===== src/rtl/fuse_rd_pkg.sv =====
package fuse_rd_pkg;

  localparam int unsigned FRD_DATA_W  = 32;
  localparam int unsigned FRD_ROW_W   = 6;
  localparam int unsigned FRD_ARY_W   = 2;
  localparam int unsigned FRD_ARY_LSB = 11;
  localparam int unsigned FRD_ROW_LSB = 5;

  // Flag slot positions inside the two-bit clear/enable vectors.
  localparam int unsigned FLG_DONE = 0;
  localparam int unsigned FLG_ERR  = 1;

  // Column visibility for array 0, computed per row at elaboration.
  function automatic logic [FRD_DATA_W-1:0] frd_row_mask(input int unsigned r);
    logic [FRD_DATA_W-1:0] m;
    m = '0;
    if (r == 0)                     m = 32'hF000_0000;
    else if (r >= 8 && r <= 15)     m = '1;
    else if (r == 16)               m = 32'h0001_FCFF;
    else if (r == 17)               m = 32'h0000_0007;
    else if (r == 20)               m = '1;
    else if (r == 21)               m = 32'hE0FF_FFFF;
    else if (r == 22 || r == 23)    m = '1;
    else if (r >= 40 && r <= 63)    m = '1;
    return m;
  endfunction

endpackage


===== src/rtl/frd_addr_decode.sv =====
module frd_addr_decode #(
  parameter int unsigned ADDR_W     = 32,
  parameter int unsigned ARY_W      = 2,
  parameter int unsigned ROW_W      = 6,
  parameter int unsigned ARY_LSB    = 11,
  parameter int unsigned ROW_LSB    = 5,
  parameter int unsigned TABLE_ROWS = 64
) (
  input  logic [ADDR_W-1:0] addr,
  output logic [ROW_W-1:0]  row,
  output logic [ARY_W-1:0]  phys_ary,
  output logic              permit,
  output logic              use_mask
);

  logic [ARY_W-1:0] ary;
  logic             addr_unused;

  assign ary         = addr[ARY_LSB +: ARY_W];
  assign row         = addr[ROW_LSB +: ROW_W];
  assign addr_unused = ^addr;

  always_comb begin
    permit   = 1'b0;
    use_mask = 1'b0;
    phys_ary = '0;
    if (ary == '0) begin
      permit   = (32'(row) < TABLE_ROWS);
      use_mask = 1'b1;
    end else if (ary == ARY_W'(1)) begin
      permit   = 1'b0;
    end else begin
      // reserved array 1 is skipped in storage
      permit   = 1'b1;
      phys_ary = ary - ARY_W'(1);
    end
  end

endmodule


===== src/rtl/frd_col_mask.sv =====
module frd_col_mask
  import fuse_rd_pkg::*;
#(
  parameter int unsigned DATA_W = 32,
  parameter int unsigned ROW_W  = 6
) (
  input  logic [ROW_W-1:0]  row,
  output logic [DATA_W-1:0] mask
);

  localparam int unsigned NROWS = 1 << ROW_W;

  logic [DATA_W-1:0] tbl [NROWS];

  for (genvar g = 0; g < NROWS; g++) begin : g_row
    assign tbl[g] = DATA_W'(frd_row_mask(g));
  end

  assign mask = tbl[row];

endmodule


===== src/rtl/frd_status.sv =====
module frd_status
  import fuse_rd_pkg::*;
(
  input  logic       clk,
  input  logic       rst_n,
  input  logic       cmp,
  input  logic       cmp_ok,
  input  logic [1:0] clr,
  input  logic [1:0] en,
  output logic       done_q,
  output logic       err_q,
  output logic       irq
);

  always_ff @(posedge clk or negedge rst_n) begin
    if (!rst_n) begin
      done_q <= 1'b0;
      err_q  <= 1'b0;
    end else if (cmp) begin
      done_q <= cmp_ok;
      err_q  <= !cmp_ok;
    end else begin
      done_q <= done_q & ~clr[FLG_DONE];
      err_q  <= err_q & ~clr[FLG_ERR];
    end
  end

  assign irq = (done_q & en[FLG_DONE]) | (err_q & en[FLG_ERR]);

endmodule


===== src/rtl/fuse_row_reader.sv =====
module fuse_row_reader
  import fuse_rd_pkg::*;
#(
  parameter int unsigned ADDR_W     = 32,
  parameter int unsigned DATA_W     = FRD_DATA_W,
  parameter int unsigned ARY_W      = FRD_ARY_W,
  parameter int unsigned ROW_W      = FRD_ROW_W,
  parameter int unsigned ARY_LSB    = FRD_ARY_LSB,
  parameter int unsigned ROW_LSB    = FRD_ROW_LSB,
  parameter int unsigned TABLE_ROWS = 64
) (
  input  logic              clk,
  input  logic              rst_n,
  input  logic              req_valid,
  output logic              req_ready,
  input  logic [ADDR_W-1:0] req_addr,
  output logic [ARY_W-1:0]  fuse_ary,
  output logic [ROW_W-1:0]  fuse_row,
  input  logic [DATA_W-1:0] fuse_data,
  output logic              rsp_valid,
  input  logic              rsp_ready,
  output logic [DATA_W-1:0] rsp_data,
  input  logic [1:0]        sts_clr,
  input  logic [1:0]        irq_en,
  output logic              rd_done,
  output logic              rd_err,
  output logic              irq
);

  logic              permit;
  logic              use_mask;
  logic [DATA_W-1:0] col_mask;
  logic [DATA_W-1:0] gated;
  logic              take;

  frd_addr_decode #(
    .ADDR_W(ADDR_W), .ARY_W(ARY_W), .ROW_W(ROW_W),
    .ARY_LSB(ARY_LSB), .ROW_LSB(ROW_LSB), .TABLE_ROWS(TABLE_ROWS)
  ) u_dec (
    .addr    (req_addr),
    .row     (fuse_row),
    .phys_ary(fuse_ary),
    .permit  (permit),
    .use_mask(use_mask)
  );

  frd_col_mask #(.DATA_W(DATA_W), .ROW_W(ROW_W)) u_mask (
    .row (fuse_row),
    .mask(col_mask)
  );

  assign req_ready = !rsp_valid || rsp_ready;
  assign take      = req_valid && req_ready;

  always_comb begin
    if (!permit)       gated = '0;
    else if (use_mask) gated = fuse_data & col_mask;
    else               gated = fuse_data;
  end

  always_ff @(posedge clk or negedge rst_n) begin
    if (!rst_n) begin
      rsp_valid <= 1'b0;
      rsp_data  <= '0;
    end else if (take) begin
      rsp_valid <= 1'b1;
      rsp_data  <= gated;
    end else if (rsp_ready) begin
      rsp_valid <= 1'b0;
    end
  end

  frd_status u_sts (
    .clk   (clk),
    .rst_n (rst_n),
    .cmp   (take),
    .cmp_ok(permit),
    .clr   (sts_clr),
    .en    (irq_en),
    .done_q(rd_done),
    .err_q (rd_err),
    .irq   (irq)
  );

endmodule


===== config.mk =====
export PLATFORM = sky130hd
export DESIGN_NAME = fuse_row_reader
export DESIGN_NICKNAME = d
export VERILOG_FILES = /design/src/rtl/fuse_rd_pkg.sv /design/src/rtl/frd_addr_decode.sv /design/src/rtl/frd_col_mask.sv /design/src/rtl/frd_status.sv /design/src/rtl/fuse_row_reader.sv
export SDC_FILE = /design/constraint.sdc
export NUM_CORES = 1
export LEC_CHECK = 0
export ABC_CLOCK_PERIOD_IN_PS = 1100
export BUFFER_PORTS_ARGS = -buffer_cell sky130_fd_sc_hd__buf_4
export CAP_MARGIN = 20
export CORE_ASPECT_RATIO = 0.5
export CORE_MARGIN = 8
export CORE_UTILIZATION = 35
export DETAILED_ROUTE_END_ITERATION = 6
export PLACE_DENSITY = 0.77
export SLEW_MARGIN = 5
export SYNTH_ARGS = -nofsm -noshare
export SYNTH_HDL_FRONTEND = slang
export SYNTH_SLANG_ARGS = --single-unit

===== constraint.sdc =====
create_clock -name clk -period 1.1 [get_ports clk]
set_input_delay 0.165 -clock clk [delete_from_list [all_inputs] [get_ports clk]]
set_output_delay 0.165 -clock clk [all_outputs]
set_load 0.03 [all_outputs]

==> results of run 1 <==
repair_timing:
action	in CTS	in global routing
endpoints found under the hold margin	35	0
cloned	0	2
setup buffers	1	1
hold buffers	1	0
pin swaps	1	7
setup endpoints to repair	33	35
gates resized for setup	6	6
where the power goes:
part / internal [W] / switching, W / total, W
registers: 0.00146 / 0.000109 / 0.00156
clock network: 0.000733 / 0.000456 / 0.00119
logic: 0.000615 / 0.000725 / 0.00134
total: 0.00280 / 0.00129 / 0.00409
state kept, by name, indices dropped and copies added (netlist names):
register and count:
rsp_valid 1, rsp_data 32, u_sts.err_q 1, u_sts.done_q 1
layout by cell type (no fill, tap or decap), types with 2 or more instances in the layout:
cell type	synthesis	final
nand2b_1	5	4
buf_4	6	102
buf_6	1	5
a32o_1	3	3
nand2_1	5	3
nor2_1	5	5
clkbuf_16	0	2
a21oi_1	2	2
clkbuf_8	0	6
a211oi_2	0	2
mux2i_1	3	3
a22o_1	26	26
dfrtp_1	35	34
nor2b_1	3	3
buf_12	0	4
through the flow:
step	power, W	utilization (%)	setup TNS (ps)	setup WS [ps]	area (um2)
finish	0.00409	65.9	-4240	-143	2610
global placement	0.00282	59.4	-8140	-295	2350
floorplan	0.00224	-	-5450	-182	1510
CTS	0.00407	63.5	-2610	-127	2520
global route	0.00426	65.9	-5340	-177	2610
detailed placement	0.00285	59.4	-9180	-365	2350
per-layer routing:
metal  vias up  global-route usage [%]  part of all wire [%]
met5         -                       0                     0
met2        37                    25.8                    56
li1        650                       -                     -
met4         0                    5.86                   1.1
met3         6                    3.29                   4.1
met1       669                    14.7                    39
final timing paths:
kind / startpoint / end / slack [ps] / depth (start not counted)
max: rsp_valid / rsp_data[16] / -140 / 5
min: fuse_data[27] / rsp_data[27] / 90 / 2
max reg2reg: rsp_valid / rsp_data[16] / -140 / 5
min reg2reg: rsp_data[1] / rsp_data[1] / 510 / 1
max in group asynchronous: rst_n / rsp_valid / 400 / 2
min in group asynchronous: rst_n / rsp_data[5] / 370 / 2
layout make-up:
class                      instances  share of cell area, %
timing repair buffer             114                   36.8
sequential                        35                   33.6
multi-input combinational         68                   22.4
clock buffer                       6                   3.16
tap                               54                   2.59
clock inverter                     2                   1.34
inverter                           1                  0.144
worst max-delay path: stages (launching register included):
cell and delay [ps]:
dfrtp_2 430, nand2b_4 110, buf_12 110, nand2_8 80, buf_12 160, a22o_1 230
logic make-up after synthesis:
kind of cell | synth area share, %
compound gates | 23.3
simple gates | 9.99
buf+inv | 4.87
flops | 59.8
mux | 2.05
==> impl_metrics.ini, run 1 <==
[timing]
fmax_mhz = 804
timing.max_slew.rel_slack_pct = 65.2
finalCritPeriodShare_pct = 113
fin_hold_ws_ps = 91.6
worst_pin_slew_ps = 514
slew_violations = 0
worst_clock_skew_ps = 3.90
rsz0062_at_grt = yes
hold_violations = 0
period_needed_ps = 1240
layout_setup_ws_ps = -143
setup_viol = 35

[power_and_ir_drop]
leakagePower_nw = 1.34
p_per_area_nw_per_um2 = 1570
peakVddDrop_mv = 0.645

[synthesis]
synth-async-reset-ratio_pct = 100
synth_fp_nets = 186
synth_top_cell_area_share_pct = 59.8
yosys_warnings = 0
ys_top_cells_by_count = dfrtp_1 (35), a22o_1 (26), buf_4 (6)
yosysMostFrequentCell = dfrtp_1
synth-seq-cells = 35
synth_edf_count = 0
netlist_area_um2 = 1470
synth_flop_cell = dfrtp_1
yosys.cell_types.count = 27
syn_avg_cell_area_um2 = 12.9
synth_cells = 114
synth.area.top_cells = dfrtp_1 (60%), a22o_1 (16%), buf_4 (3.1%), nand2b_1 (2.1%), a32o_1 (2.0%)
seq_area_frac_synth_pct = 59.8
synth_top_area_cell = dfrtp_1

[global_routing]
overflow = 0
grt_usage_pct = 13.6
grt_pass1_wl_um = 7020
first_global_vias = 1431
antenna_found_initial = 0
grt_max_degree = 36

[floorplanning]
floorplan.initialDensity_pct = 37.0
core-area_um2 = 3960
die_h_um = 61.8
num_io_pins = 117
die_w_um = 108
row_count = 16
dieArea_um2 = 6640

[layout]
syn2layout_area_growth_pct = 78.3
n_antenna_cell = 0
regArea_um2 = 877
fill_cells = 298
drive_gt1_share_pct = 58.4
multi_input_area_um2 = 584
fin_cells = 280
nNetsFinal = 297

[clock_tree]
htreeDepth = 2
clock_path_buffers = 2
cts.sinks = 35
clock-root-buffer = clkbuf_8
cts_tree = yes
worstSkewPairLatency_ps = 280
cts.clk_slew.worst_paths_ps = 70
cts_buffers = 5

[setup_path]
arrival_ps = 1410
crit_path_start_kind = register
critPathKind = register to register
endpoint_kind = register
required_ps = 1260
crit_fanout = 16

[run_status]
status = finished with violations
violations = negative setup slack

[placement]
dp_hpwl_um = 3650
gp_congestion = 0.804
io_buffers = 92
dp.cells = 267

[detailed_routing]
drt_wl_total_um = 4830
via_per_inst = 4.86
ant_nets = 0
drt_iter0_markers = 47
vias = 1362
dr.pass1.iters = 4
drc_errors = 0
wl_per_cell_um = 17.3

[worst_hold_path]
hold_class = primary input to register

[run]
maxCapViolCount = 0
Power figures use the tool's default switching activity.
==> run 2: changes to the inputs <==
Settings changed: ABC_CLOCK_PERIOD_IN_PS 1100 to 1300, CORE_UTILIZATION 35 to 39, PLACE_DENSITY 0.77 to 0.81.
Clock period 1.1 ns to 1.3 ns, I/O delays scaled along.
==> run 2 against run 1 <==
The flow now finishes without violations. Clock power shrank 3%. Non-clock buffer count shrank 9. Highest routed layer unchanged. Power shrank 14%.
==> impl_metrics.ini, run 2 (synthesized netlist as in run 1, its figures left out) <==
[layout]
nNetsFinal = 288
n_antenna_cell = 0
fin_area_um2 = 2440
most-common-layout-cells = buf_4 (102), dfrtp_1 (34), a22o_1 (26)
largest_reg_flops = 32
syn2layout_area_growth_pct = 66.7
drive_gt1_share_pct = 54.8
layout_commonest_cell = buf_4
regMostFlops = rsp_data

[clock_tree]
clock-root-buffer = clkbuf_8
cts.clk_slew.worst_paths_ps = 70
htreeDepth = 2
cts_buffers = 5
worstSkewPairLatency_ps = 290
clock_path_buffers = 2
cts.sinks = 35
cts_tree = yes

[timing]
finalCritPeriodShare_pct = 96.0
slew_violations = 0
fmax_mhz = 801
fin_hold_ws_ps = 120
hold_violations = 0
worst_pin_slew_ps = 475
worst_clock_skew_ps = 6.83
fin_setup_tns_ps = 0
setup_viol = 0
rsz0062_at_grt = no
layout_setup_ws_ps = 51.8
period_needed_ps = 1250
timing.max_slew.rel_slack_pct = 67.8

[detailed_routing]
drt_iter0_markers = 38
drc_errors = 0
wl_per_cell_um = 16.4
dr.pass1.iters = 4
vias = 1330
ant_nets = 0
via_per_inst = 4.96
drt_wl_total_um = 4400

[global_routing]
overflow = 0
first_global_vias = 1399
grt_max_degree = 36
grt_pass1_wl_um = 6910
antenna_found_initial = 0
grt_usage_pct = 14.5

[floorplanning]
floorplan.initialDensity_pct = 41.7
die_w_um = 103
num_io_pins = 117
dieArea_um2 = 6090
core-area_um2 = 3510
die_h_um = 59.3
row_count = 15

[worst_hold_path]
whs_path_depth = 2
hold_start = fuse_data[21]
hold_class = primary input to register

[power_and_ir_drop]
p_per_area_nw_per_um2 = 1440
peakVddDrop_mv = 0.721
leakagePower_nw = 1.26
power_w = 0.00351

[setup_path]
r2r_slack_ps = 90
crit_path_start_kind = register
arrival_ps = 1050
cp-startpoint = u_sts.done_q
critPathKind = register to output pin
r2r_end = rsp_data[29]
endpoint = irq
endpoint_kind = output pin
crit_fanout = 2
worst-r2r-cell-count = 5
required_ps = 1110
rr_startpoint = rsp_valid

[run_status]
status = complete, no violations

[placement]
gp_congestion = 0.752
io_buffers = 92
dpl_cell_area_um2 = 2280
dp_slack_ps = -171
dp_hpwl_um = 3490

[run]
maxCapViolCount = 0
## run 2: area by class of cell
class                           instances  area [um2]
Tap cell                               51        63.8
Fill cell                             268        1070
Clock inverter                          2        60.1
Inverter                                1        3.75
Clock buffer                            6        72.6
Timing Repair Buffer                  105         807
Multi-Input combinational cell         68         558
Sequential cell                        35         877
## run 2: layer usage
metal | vias up | track usage (%) | routed length [um]
met5 | - | 0 | 0
met4 | 0 | 4.96 | 65
met3 | 7 | 3.75 | 260
met2 | 38 | 26.3 | 2360
met1 | 653 | 16.2 | 1710
li1 | 632 | - | -
## run 2: worst max-delay path: stages, from the launching register on
cell	delay, ps
dfrtp_1	390
a22o_1	240
buf_6	140
## run 2: worst min-delay path by stage
stage	to	slack (ps)
6_report	rsp_data[21]	120
5_1_grt	rsp_data[21]	110
4_1_cts	rsp_data[21]	110
3_5_place_dp	rsp_data[2]	170
3_3_place_gp	u_sts.err_q	170
2_1_floorplan	rsp_data[0]	-100
## run 2: where the power goes
part,total [W],internal (W),switching (W)
combinational,0.00105,0.000459,0.000589
sequential,0.00131,0.00123,0.0000829
clock,0.00115,0.000767,0.000385
total,0.00351,0.00246,0.00106
## run 2: what timing repair did
| action | 4_1_cts | 5_1_grt |
|---|---|---|
| pin swaps | 0 | 0 |
| buffers inserted | 0 | 1 |
| hold endpoints to repair | 35 | 0 |
| hold buffers | 1 | 0 |
| resized for setup | 1 | 2 |
| setup endpoints to repair | 4 | 4 |
## run 2: stage by stage
step                cells  utilization, %
global route          268            69.6
detailed placement    258            65.0
global placement      258            65.0
CTS                   267            69.3
finish                268            69.6
floorplan             114               -
==> run 3: changes to the inputs <==
Settings changed: CORE_MARGIN 8 to 3.
==> run 3 against run 2 <==
Die area shrank 25%. Sequential share of layout area stayed put. Via count grew 2.3%. Non-clock buffer count unchanged. First-iteration DRC count increased by 42%. Sequential power hardly changed. Clock power about the same. Global-route usage increased by 5.1 points. Sequential cell count unchanged. Cell area unchanged. Largest cell class unchanged.
==> impl_metrics.ini, run 3 (synthesized netlist as in run 1, its figures left out) <==
[run_status]
status = complete, no violations

[worst_hold_path]
hold_path_end = rsp_data[20]
hold_class = primary input to register
hold_start = fuse_data[20]
whs_path_depth = 2

[timing]
fmax_mhz = 799
worst_pin_slew_ps = 620
rsz0062_at_grt = no
period_needed_ps = 1250
slew_violations = 0
finalCritPeriodShare_pct = 96.2
setup_viol = 0
hold_violations = 0
fin_setup_tns_ps = 0
worst_clock_skew_ps = 6.57
timing.max_slew.rel_slack_pct = 58.2

[power_and_ir_drop]
clkPwrFrac_pct = 32.9
peakVddDrop_mv = 0.592
share_seq_of_total_power_pct = 37.4
p_sw_w = 0.00106
combPwrFrac_pct = 29.7
p_per_area_nw_per_um2 = 1440
internal_power_w = 0.00246
power_w = 0.00352
swShare_pct = 30.2
leakagePower_nw = 1.26

[clock_tree]
cts.sinks = 35
clock_path_buffers = 2
worstSkewPairLatency_ps = 290
cts.clk_slew.worst_paths_ps = 70
clock-root-buffer = clkbuf_8
htreeDepth = 2
cts_buffers = 5
cts_tree = yes

[setup_path]
rr_startpoint = rsp_valid
endpoint_kind = output pin
arrival_ps = 1060
critPathKind = register to output pin
crit_fanout = 3
r2r_end = rsp_data[29]
required_ps = 1110
r2r_slack_ps = 50
worst-r2r-cell-count = 5
crit_path_start_kind = register

[floorplanning]
num_io_pins = 117
die_h_um = 49.3
floorplan.initialDensity_pct = 41.7
die_w_um = 92.7
row_count = 15
dieArea_um2 = 4570
core-area_um2 = 3510

[layout]
largest_reg_flops = 32
fin_area_um2 = 2440
postLayoutCoreUtil_pct = 69.6
layout_commonest_cell = buf_4
most-common-layout-cells = buf_4 (102), dfrtp_1 (34), a22o_1 (26)
drive_gt1_share_pct = 54.8
syn2layout_area_growth_pct = 66.7
n_antenna_cell = 0
regMostFlops = rsp_data
nNetsFinal = 288

[global_routing]
grt_max_degree = 36
grt_usage_pct = 19.6
grt_pass1_wl_um = 6900
antenna_found_initial = 0
first_global_vias = 1434
overflow = 0

[placement]
io_buffers = 92
dp_hpwl_um = 3200
gp_congestion = 0.759
dpl_cell_area_um2 = 2280

[detailed_routing]
via_per_inst = 5.07
drt_wl_total_um = 4300
vias = 1360
ant_nets = 0
dr.pass1.iters = 4
drt_iter0_markers = 54
drc_errors = 0
wl_per_cell_um = 16.1

[run]
maxCapViolCount = 0
[run 3: cell count changes in the layout (fill, tap and decap cells not counted)]
cell / delta
o311ai_0: +1
o311ai_1: -1
[run 3: timing repair]
item	in CTS	in global routing
setup buffers	0	1
hold buffers	1	0
endpoints found under the setup margin	9	1
hold endpoints to repair	35	0
pin swaps	0	0
resized for setup	1	1
[run 3: per-stage QoR]
| step | instances | setup WS (ps) | hold slack [ps] |
|---|---|---|---|
| after floorplan | 114 | 18.0 | -101 |
| after global placement | 258 | -155 | 164 |
| after detailed placement | 258 | -191 | 166 |
| after CTS | 267 | 10.7 | 111 |
| after global routing | 268 | 9.44 | 112 |
| final | 268 | 48.8 | 119 |
[run 3: power groups by stage]
| stage | clock, W | combinational (W) | sequential [W] |
|---|---|---|---|
| after floorplan | 0 | 0.000276 | 0.00162 |
| after global placement | 0 | 0.00102 | 0.00133 |
| after detailed placement | 0 | 0.00103 | 0.00134 |
| after CTS | 0.00118 | 0.00105 | 0.00132 |
| after global routing | 0.00122 | 0.00110 | 0.00134 |
| final | 0.00116 | 0.00105 | 0.00132 |
[run 3: how the worst max path moves through the flow]
stage / cells after the start / from / end / slack, ps
5_1_grt: 4 / rsp_valid / rsp_data[9] / 9
6_report: 2 / u_sts.done_q / irq / 50
3_3_place_gp: 6 / req_addr[9] / rsp_data[9] / -150
3_5_place_dp: 6 / req_addr[8] / rsp_data[9] / -190
4_1_cts: 2 / u_sts.done_q / irq / 10
2_1_floorplan: 4 / rsp_valid / rsp_data[10] / 20
[run 3: layout make-up]
cell class	count	area, um2
fillers	239	1070
flip-flops and latches	35	877
repair buffers	105	807
multi-input cells	68	558
clock buffers	6	72.6
well taps	51	63.8
clock inverters	2	60.1
inverters	1	3.75
[run 3: worst max-delay path, cell delays in order, from the launching register on]
cell and delay [ps]:
dfrtp_1 400, a22o_1 240, buf_6 140
[run 3: metal layers]
metal | wire length [um] | part of all wire [%] | track usage, % | vias to the layer above
li1 | - | - | - | 633
met1 | 1700 | 39 | 23.1 | 680
met2 | 2350 | 55 | 35.3 | 41
met3 | 198 | 4.6 | 4.62 | 6
met4 | 57 | 1.3 | 6.57 | 0
met5 | 0 | 0 | 0 | -
